--- src/rtl/sigscan_pkg.sv ---
package sigscan_pkg;
  localparam int SYM_W = 8;
  typedef logic [SYM_W-1:0] sym_t;

  // Byte index in the packed signature text of character pos of signature sig.
  // Each slot is right-justified: the last character sits in the slot's low byte.
  function automatic int sym_index(input int sig, input int pos, input int len,
                                   input int max_len);
    return sig * max_len + (len - 1 - pos);
  endfunction
endpackage

--- src/rtl/sigscan_charcmp.sv ---
module sigscan_charcmp #(
  parameter int LANES = 4,
  parameter logic [7:0] SYM = 8'h00
) (
  input  logic [LANES*8-1:0] word,
  input  logic               take,
  output logic [LANES-1:0]   hit
);
  // One equality comparator per lane for this element's character.
  for (genvar j = 0; j < LANES; j++) begin : g_lane
    assign hit[j] = take && (word[j*8 +: 8] == SYM);
  end
endmodule

--- src/rtl/sigscan_pe.sv ---
module sigscan_pe #(
  parameter int LANES = 4,
  parameter bit BEG = 1'b0,
  parameter bit FIN = 1'b0
) (
  input  logic             clk,
  input  logic             rst,
  input  logic             take,
  input  logic [LANES-1:0] char_hit,
  input  logic [LANES-1:0] prev_cout,
  input  logic             prev_last,
  output logic [LANES-1:0] cout,
  output logic             last_q,
  output logic [LANES-1:0] end_hit
);
  // Lane 0 continues from the previous word through the stored carry.
  assign cout[0] = char_hit[0] && (prev_last || BEG);

  for (genvar j = 1; j < LANES; j++) begin : g_chain
    assign cout[j] = char_hit[j] && (prev_cout[j-1] || BEG);
  end

  if (FIN) begin : g_fin
    assign end_hit = cout;
  end else begin : g_mid
    assign end_hit = '0;
  end

  // Only the final-lane carry is stored, and only on a taken word.
  always_ff @(posedge clk) begin
    if (rst)       last_q <= 1'b0;
    else if (take) last_q <= cout[LANES-1];
  end
endmodule

--- src/rtl/sigscan_hitreg.sv ---
module sigscan_hitreg #(
  parameter int W = 8
) (
  input  logic         clk,
  input  logic         rst,
  input  logic         in_valid,
  output logic         in_ready,
  output logic         take,
  input  logic [W-1:0] d,
  output logic         out_valid,
  input  logic         out_ready,
  output logic [W-1:0] q
);
  assign in_ready = !out_valid || out_ready;
  assign take     = in_valid && in_ready;

  always_ff @(posedge clk) begin
    if (rst) begin
      out_valid <= 1'b0;
      q         <= '0;
    end else if (in_ready) begin
      out_valid <= in_valid;
      q         <= in_valid ? d : '0;
    end
  end
endmodule

--- src/rtl/sigscan_top.sv ---
module sigscan_top #(
  parameter int LANES    = 4,
  parameter int NUM_SIGS = 4,
  parameter int MAX_LEN  = 4,
  parameter logic [NUM_SIGS*MAX_LEN*8-1:0] SIG_TEXT =
    {"ABAB", 8'h00, "BAR", 8'h00, "FOO", 8'h00, "l44"},
  parameter logic [NUM_SIGS*8-1:0] SIG_LENS = {8'd4, 8'd3, 8'd3, 8'd3}
) (
  input  logic                      clk,
  input  logic                      rst,
  input  logic                      in_valid,
  output logic                      in_ready,
  input  logic [LANES*8-1:0]        in_data,
  output logic                      out_valid,
  input  logic                      out_ready,
  output logic [NUM_SIGS-1:0]       out_sig,
  output logic [NUM_SIGS*LANES-1:0] out_lanes
);
  localparam int HITS_W = NUM_SIGS * LANES;
  localparam int RES_W  = HITS_W + NUM_SIGS;

  logic                take;
  logic [LANES-1:0]    cout_a [NUM_SIGS][MAX_LEN];
  logic                last_a [NUM_SIGS][MAX_LEN];
  logic [LANES-1:0]    endh_a [NUM_SIGS][MAX_LEN];
  logic [HITS_W-1:0]   hits_now;
  logic [NUM_SIGS-1:0] sig_now;
  logic [RES_W-1:0]    res_q;

  for (genvar s = 0; s < NUM_SIGS; s++) begin : g_sig
    localparam int LEN = int'(SIG_LENS[s*8 +: 8]);
    for (genvar k = 0; k < MAX_LEN; k++) begin : g_ch
      if (k < LEN) begin : g_pe
        localparam logic [7:0] SYM =
          SIG_TEXT[sigscan_pkg::sym_index(s, k, LEN, MAX_LEN)*8 +: 8];
        logic [LANES-1:0] ch_hit;
        logic [LANES-1:0] pc;
        logic             pl;
        if (k == 0) begin : g_head
          assign pc = '0;
          assign pl = 1'b0;
        end else begin : g_link
          assign pc = cout_a[s][k-1];
          assign pl = last_a[s][k-1];
        end
        sigscan_charcmp #(.LANES(LANES), .SYM(SYM)) u_cmp (
          .word(in_data), .take(take), .hit(ch_hit)
        );
        sigscan_pe #(.LANES(LANES), .BEG(k == 0), .FIN(k == LEN - 1)) u_pe (
          .clk(clk), .rst(rst), .take(take), .char_hit(ch_hit),
          .prev_cout(pc), .prev_last(pl), .cout(cout_a[s][k]),
          .last_q(last_a[s][k]), .end_hit(endh_a[s][k])
        );
      end else begin : g_pad
        assign cout_a[s][k] = '0;
        assign last_a[s][k] = 1'b0;
        assign endh_a[s][k] = '0;
      end
    end
  end

  always_comb begin
    hits_now = '0;
    sig_now  = '0;
    for (int s = 0; s < NUM_SIGS; s++) begin
      for (int k = 0; k < MAX_LEN; k++) begin
        hits_now[s*LANES +: LANES] = hits_now[s*LANES +: LANES] | endh_a[s][k];
      end
      sig_now[s] = |hits_now[s*LANES +: LANES];
    end
  end

  sigscan_hitreg #(.W(RES_W)) u_out (
    .clk(clk), .rst(rst), .in_valid(in_valid), .in_ready(in_ready),
    .take(take), .d({sig_now, hits_now}), .out_valid(out_valid),
    .out_ready(out_ready), .q(res_q)
  );

  assign out_lanes = res_q[HITS_W-1:0];
  assign out_sig   = res_q[RES_W-1:HITS_W];
endmodule

--- config.mk ---
export PLATFORM = sky130hd
export DESIGN_NAME = sigscan_top
export DESIGN_NICKNAME = d
export VERILOG_FILES = /design/src/rtl/sigscan_pkg.sv /design/src/rtl/sigscan_charcmp.sv /design/src/rtl/sigscan_pe.sv /design/src/rtl/sigscan_hitreg.sv /design/src/rtl/sigscan_top.sv
export SDC_FILE = /design/constraint.sdc
export NUM_CORES = 1
export LEC_CHECK = 0
export BUFFER_PORTS_ARGS = -buffer_cell sky130_fd_sc_hd__buf_2
export CAP_MARGIN = 15
export CORE_UTILIZATION = 48
export DETAILED_ROUTE_END_ITERATION = 16
export PLACE_DENSITY = 0.81
export SETUP_SLACK_MARGIN = 0.4
export SYNTH_ARGS = -nofsm -noshare
export SYNTH_HDL_FRONTEND = slang
export SYNTH_SLANG_ARGS = --single-unit
--- constraint.sdc ---
create_clock -name clk -period 2.1 [get_ports clk]
set_input_delay 0.21 -clock clk [delete_from_list [all_inputs] [get_ports clk]]
set_output_delay 0.21 -clock clk [all_outputs]
set_load 0.02 [all_outputs]
==> results of run 1 <==
==> worst max-delay path by stage <==
stage,slack [ns],startpoint,cells past startpoint,to
3_5_place_dp,0.20,in_data[13],6,u_out.q[19]
2_1_floorplan,0.41,u_out.out_valid,6,u_out.q[19]
3_3_place_gp,0.20,in_data[13],6,u_out.q[19]
6_report,0.45,u_out.out_valid,6,u_out.q[16]
4_1_cts,0.36,u_out.out_valid,6,u_out.q[17]
5_1_grt,0.36,u_out.out_valid,6,u_out.q[16]
==> flip-flops by register name, indices dropped and copies added, names as in the netlist <==
register and flops:
g_sig.g_ch.g_pe.u_pe.last_q 9, u_out.out_valid 1, u_out.q 20
==> per-stage QoR <==
stage	power (mW)	cells	cell area (um2)	hold WS, ns	utilization
after floorplan	0.6371	188	1520	0.3307	-
after global placement	0.7057	285	1852	0.4349	0.6116
after detailed placement	0.7068	285	1852	0.4443	0.6116
after CTS	1.177	293	1953	0.1533	0.6450
after global routing	1.232	293	2004	0.1633	0.6620
final	1.186	293	2004	0.1705	0.6620
==> per-layer routing <==
layer	up-vias	part of all wire	track usage
li1	826	-	-
met1	778	0.44	0.3550
met2	112	0.43	0.3941
met3	26	0.085	0.08036
met4	0	0.046	0.1565
met5	-	0	0
==> kinds of logic after synthesis <==
| logic type | Yosys count | share of synthesized area |
|---|---|---|
| AOI/OAI and AO/OA | 35 | 0.1481 |
| and+or+nand+nor | 115 | 0.4351 |
| buffers and inverters | 8 | 0.01985 |
| DFF | 30 | 0.3970 |
==> report_power, final <==
group / leakage [nW] / switching, mW / internal (mW)
Clock: 0.0443 / 0.204 / 0.277
Sequential: 0.242 / 0.000497 / 0.570
Combinational: 0.466 / 0.0866 / 0.0490
Total: 0.752 / 0.291 / 0.896
==> critical path, cell delays in order (launching register included) <==
cell,delay (ns)
dfxtp_1,0.32
nor2b_1,0.14
inv_2,0.11
nand4b_1,0.16
nor4_2,0.38
o21ai_0,0.19
a41oi_1,0.28
==> placed cells by master, fill, tap and decap left out, types with 2 or more instances in the layout <==
| cell type | Yosys | layout |
|---|---|---|
| nor3_1 | 9 | 9 |
| nand2_1 | 21 | 20 |
| nor2b_1 | 3 | 3 |
| buf_4 | 0 | 3 |
| a21oi_1 | 15 | 15 |
| nand3b_1 | 3 | 3 |
| nand4_1 | 5 | 5 |
| nand2b_1 | 5 | 5 |
| nor4_4 | 1 | 3 |
| o21ai_1 | 2 | 2 |
| nand3_1 | 9 | 9 |
| or4_1 | 2 | 2 |
| nor4b_1 | 6 | 5 |
| nor2_1 | 28 | 28 |
| a31oi_1 | 2 | 2 |
| buf_2 | 0 | 57 |
| clkbuf_4 | 0 | 5 |
| o21ai_0 | 2 | 2 |
| nor4_2 | 0 | 5 |
| nand4b_1 | 3 | 3 |
| a22oi_1 | 11 | 11 |
| nor3b_1 | 2 | 2 |
| dfxtp_1 | 30 | 30 |
==> cell type report <==
class | instances | area (um2)
clock inverter | 1 | 30.03
fill | 283 | 1023
multi-input combinational | 150 | 952.2
sequential | 30 | 600.6
timing repair buffer | 60 | 307.8
inverter | 2 | 7.507
tap | 44 | 55.05
clock buffer | 6 | 51.30
==> what timing repair did <==
item	in CTS	in global routing
setup endpoints to repair	4	8
pin swaps	1	2
gates resized for setup	2	9
setup buffers	1	0
==> results_dict.tcl, run 1 <==
set metrics [dict create \
    status "completed" \
    synthDominantAreaCellType "dfxtp_1" \
    worst_slew_margin_rel 0.6080 \
    arrival_time_reported_for_the_critical_path_endpoint_ns 1.91 \
    maxCapViolCount 0 \
    cts_root_buffer "clkbuf_4" \
    overall_via_count_from_detail_route 1742 \
    power-per-cell-area_nw_per_um2 591.9 \
    yosys_register_bits 30 \
    synth_ff_type "dfxtp_1" \
    tritoncts "built" \
    initial_antenna_violation_count 0 \
    final_net_count 285 \
    regToRegSetupSlack_ns 0.45 \
    dp_slack_ns 0.1993 \
    vdd_drop_max_v 0.0003386 \
    global_route.overflow_total 0 \
    fin_crit_ns 1.655 \
    post_synth_main_area_contributors "dfxtp_1, nor2_1, a22oi_1" \
    worst_hold_path.endpoint "u_out.out_valid" \
    synth.most_common_cell "dfxtp_1" \
    grt_pass1_wl_um 6872 \
    hold_depth 3 \
    areaGrowthSynthToFinish_pct 32.51 \
    synth_top_cells_by_count "dfxtp_1, nor2_1, nand2_1" \
    post-route-drc-count 0 \
    clk_latency_ns 0.34 \
    synth_seq_area_share 0.3970 \
    synth-edff-count 0 \
    holdBufCountCts 0 \
    worst_r2r_startpoint "u_out.out_valid" \
    dp_hpwl_um 3188 \
    timing.critical_path.from_type "flip-flop" \
    timing.hold.worst.class "in2reg" \
    dr.first_iter.drc_count 199 \
    die_height_um 58.14 \
    yosys_warnings 0 \
    ios 58 \
    syn_nets 224 \
    final_layout_size_suffix_gt1_frac 0.3333 \
    num_cts_buffers 5 \
    fmax_ghz 0.6043 \
    wirelength_um 4549 \
    num_antenna_cells 0 \
    worstMarginPinSlew_ns 0.5800 \
    clock_sink_count 30 \
    first_global_vias 1509 \
    grt_start_max_net_pins 31 \
    finalSetupViolCount 0 \
    final_max_slew_viol_count 0 \
    cts.clk_slew.worst_paths_ns 0.10 \
    route.detailed.wl_per_inst_um 15.53 \
    critical_path_class "reg2reg" \
    fin_worst_skew_ns 0.007523 \
    timing.final.hold_violations 0 \
    synthesis.area_per_instance_um2 8.046 \
    core_region_area_um2 3028 \
    synth_top_cell_area_share 0.3970 \
    setup_tns_ns 0 \
    starting_utilization_of_the_core_area 0.4996 \
    cts_max_path_buffers 2 \
    die_width_um 58.14 \
    crit_path_end_kind "flip-flop" \
    post-route-period-util 0.7880 \
    min_from "in_valid" \
    vias_per_cell 5.945 \
    ctsHtreeMaxLevel 2 \
    critPathMaxFanout 6 \
    gpl.final_weighted_congestion 0.8749 \
    leakagePower_nw 0.7519 \
    rows 20 \
    cp_data_required_time_ns 2.35 \
    detail-route-antenna-nets 0 \
    first_pass_iters 5 \
    design.die.area_um2 3380 \
    portBuffers 57 \
    synth_cells 188 \
    netlist_area_um2 1513 \
    gr-usage-all-layers 0.2708 \
    finalWorstSetupSlack_ns 0.4453 \
    synthArstFlopShare 0 \
    regToRegEndpoint "u_out.q[16]" \
    length_in_cells_of_the_worst_reg_to_reg_path 6 \
    distinct_cell_type_count_after_synthesis 35 \
    grt_setup_unrepaired "true" \
]
Power figures use the tool's default switching activity.
==> inputs of run 2 (changes only) <==
ABC_AREA = 1   (was not set)
CORE_UTILIZATION = 45   (was 48)
PLACE_DENSITY = 0.77   (was 0.81)
clock period = 1.4 ns   (was 2.1 ns; I/O delays follow)
==> run 2 against run 1 <==
  * Sequential share of layout area shrank 6.2 points
  * Largest cell class unchanged
  * Die area grew 25%
  * Worst setup slack lost 0.37 ns
==> results_dict.tcl, run 2 <==
set metrics [dict create \
    final_net_count 412 \
    maxCapViolCount 0 \
    vdd_drop_max_v 0.0004736 \
    post-route-drc-count 0 \
    syn_nets 337 \
    portBuffers 57 \
    route.detailed.wl_per_inst_um 11.33 \
    initial_antenna_violation_count 0 \
    worst_slew_margin_rel 0.6283 \
    ctsHtreeMaxLevel 2 \
    die_width_um 64.99 \
    fin_crit_ns 1.327 \
    synth-edff-count 0 \
    first_pass_iters 4 \
    global_route.overflow_total 0 \
    overall_via_count_from_detail_route 2074 \
    finalSetupViolCount 0 \
    synthDominantAreaCellType "dfxtp_1" \
    detail-route-antenna-nets 0 \
    synth_seq_area_share 0.3364 \
    grt_pass1_wl_um 7665 \
    core_region_area_um2 3744 \
    synth_ff_type "dfxtp_1" \
    timing.critical_path.from_type "flip-flop" \
    fmax_ghz 0.7534 \
    power-per-cell-area_nw_per_um2 742.8 \
    place_inst 402 \
    synthArstFlopShare 0 \
    timing.hold.worst.class "in2reg" \
    gr-usage-all-layers 0.2364 \
    clock_sink_count 30 \
    gpl.final_weighted_congestion 0.8587 \
    cts_max_path_buffers 2 \
    cts_root_buffer "clkbuf_8" \
    tritoncts "built" \
    num_antenna_cells 0 \
    cp_data_required_time_ns 1.61 \
    post-route-period-util 0.9481 \
    final_util 0.6788 \
    first_global_vias 1851 \
    leakagePower_nw 1.216 \
    fin_worst_skew_ns 0.004986 \
    starting_utilization_of_the_core_area 0.4769 \
    largest_register_ffs 20 \
    synth_top_cell_area_share 0.3364 \
    holdBufCountCts 0 \
    final_max_slew_viol_count 0 \
    post_synth_main_area_contributors "dfxtp_1, nand2_1, nor2_1" \
    yosys_warnings 0 \
    arrival_time_reported_for_the_critical_path_endpoint_ns 1.54 \
    critPathMaxFanout 10 \
    timing.final.hold_violations 0 \
    ios 58 \
    synth_top_cells_by_count "nand2_1, nor2_1, inv_1" \
    finalNonFillerCells 425 \
    status "completed" \
    regToRegSetupSlack_ns 0.07 \
    wirelength_um 4814 \
    final_cell_mix "nand2_1, buf_2, nor2_1" \
    largest-register "u_out.q" \
    grt_start_max_net_pins 31 \
    synth.most_common_cell "nand2_1" \
    dp_hpwl_um 3381 \
    setup_tns_ns 0 \
    rows 22 \
    synth_cells 301 \
    cts.clk_slew.worst_paths_ns 0.06 \
    distinct_cell_type_count_after_synthesis 20 \
    critical_path_class "reg2reg" \
    num_cts_buffers 5 \
    dr.first_iter.drc_count 88 \
    crit_path_end_kind "flip-flop" \
    netlist_area_um2 1785 \
    num-fill-cells 346 \
    mostFrequentLayoutCell "nand2_1" \
    die_height_um 64.99 \
    grt_setup_unrepaired "true" \
    areaGrowthSynthToFinish_pct 42.33 \
    reg.largest.list "u_out.q x20, g_sig.g_ch.g_pe.u_pe.last_q x9, u_out.out_valid x1" \
    vias_per_cell 4.880 \
    yosys_register_bits 30 \
    synthesis.area_per_instance_um2 5.932 \
    worstMarginPinSlew_ns 0.5576 \
    final_layout_size_suffix_gt1_frac 0.2997 \
    design.die.area_um2 4224 \
    clk_latency_ns 0.28 \
]
run 2: path summary, 6_finish.rpt:
check / from / to / cells past startpoint
max: u_out.out_valid / u_out.q[19] / 8
min: in_data[24] / g_sig[0].g_ch[0].g_pe.u_pe.last_q / 4
max reg2reg: u_out.out_valid / u_out.q[19] / 8
min reg2reg: u_out.q[13] / u_out.q[13] / 2
run 2: stage by stage:
step           worst slack, ns  cell area, um2  power (mW)  hold WS, ns
3_5_place_dp           0.06358            2157       1.114       0.4539
3_3_place_gp           0.06668            2157       1.111       0.4492
2_1_floorplan           0.2197            1821       1.014       0.3028
6_report               0.07265            2541       1.888       0.1863
5_1_grt               -0.01659            2541       1.983       0.1966
4_1_cts                0.09521            2322       1.850       0.1812
run 2: area by class of cell:
type | count | area, um2 | share of cell area
multi-input combinational | 220 | 1107 | 0.4357
clock inverter | 1 | 5.005 | 0.001969
tap | 48 | 60.06 | 0.02363
timing repair buffer | 75 | 500.5 | 0.1969
inverter | 44 | 177.7 | 0.06992
sequential | 30 | 604.3 | 0.2378
clock buffer | 7 | 86.33 | 0.03397
run 2: kinds of logic (layout without fill, tap and decap cells):
| group | Yosys count | in the layout | share of synthesized area |
|---|---|---|---|
| and+or+nand+nor | 190 | 190 | 0.4625 |
| buffers and inverters | 51 | 127 | 0.1149 |
| AOI/OAI and AO/OA | 30 | 30 | 0.08620 |
| DFF | 30 | 30 | 0.3364 |
run 2: power breakdown:
part / switching [mW] / internal [mW] / leakage, nW
Combinational: 0.180 / 0.133 / 0.926
Clock: 0.321 / 0.396 / 0.0482
Sequential: 0.00326 / 0.855 / 0.242
Total: 0.504 / 1.38 / 1.22
run 2: routing by layer:
layer / share of wire / global-route usage / vias to the layer above / wire [um]
li1: - / - / 1099 / -
met1: 0.45 / 0.2866 / 902 / 2150
met3: 0.052 / 0.04754 / 11 / 250
met2: 0.48 / 0.3971 / 62 / 2298
met5: 0 / 0 / - / 0
met4: 0.024 / 0.1083 / 0 / 114
run 2: timing repair:
action | 4_1_cts | 5_1_grt
pin swaps | 1 | 14
setup buffers | 3 | 10
endpoints found under the setup margin | 29 | 30
gates cloned | 1 | 1
gates resized for setup | 8 | 30
run 2: worst max-delay path, cell delays in order, from the launching register on:
cell	delay (ns)
dfxtp_4	0.36
a21oi_4	0.16
buf_12	0.16
nand3_2	0.12
nor2_4	0.18
nand2_2	0.08
nand2_1	0.06
nor2_1	0.04
a21oi_1	0.10
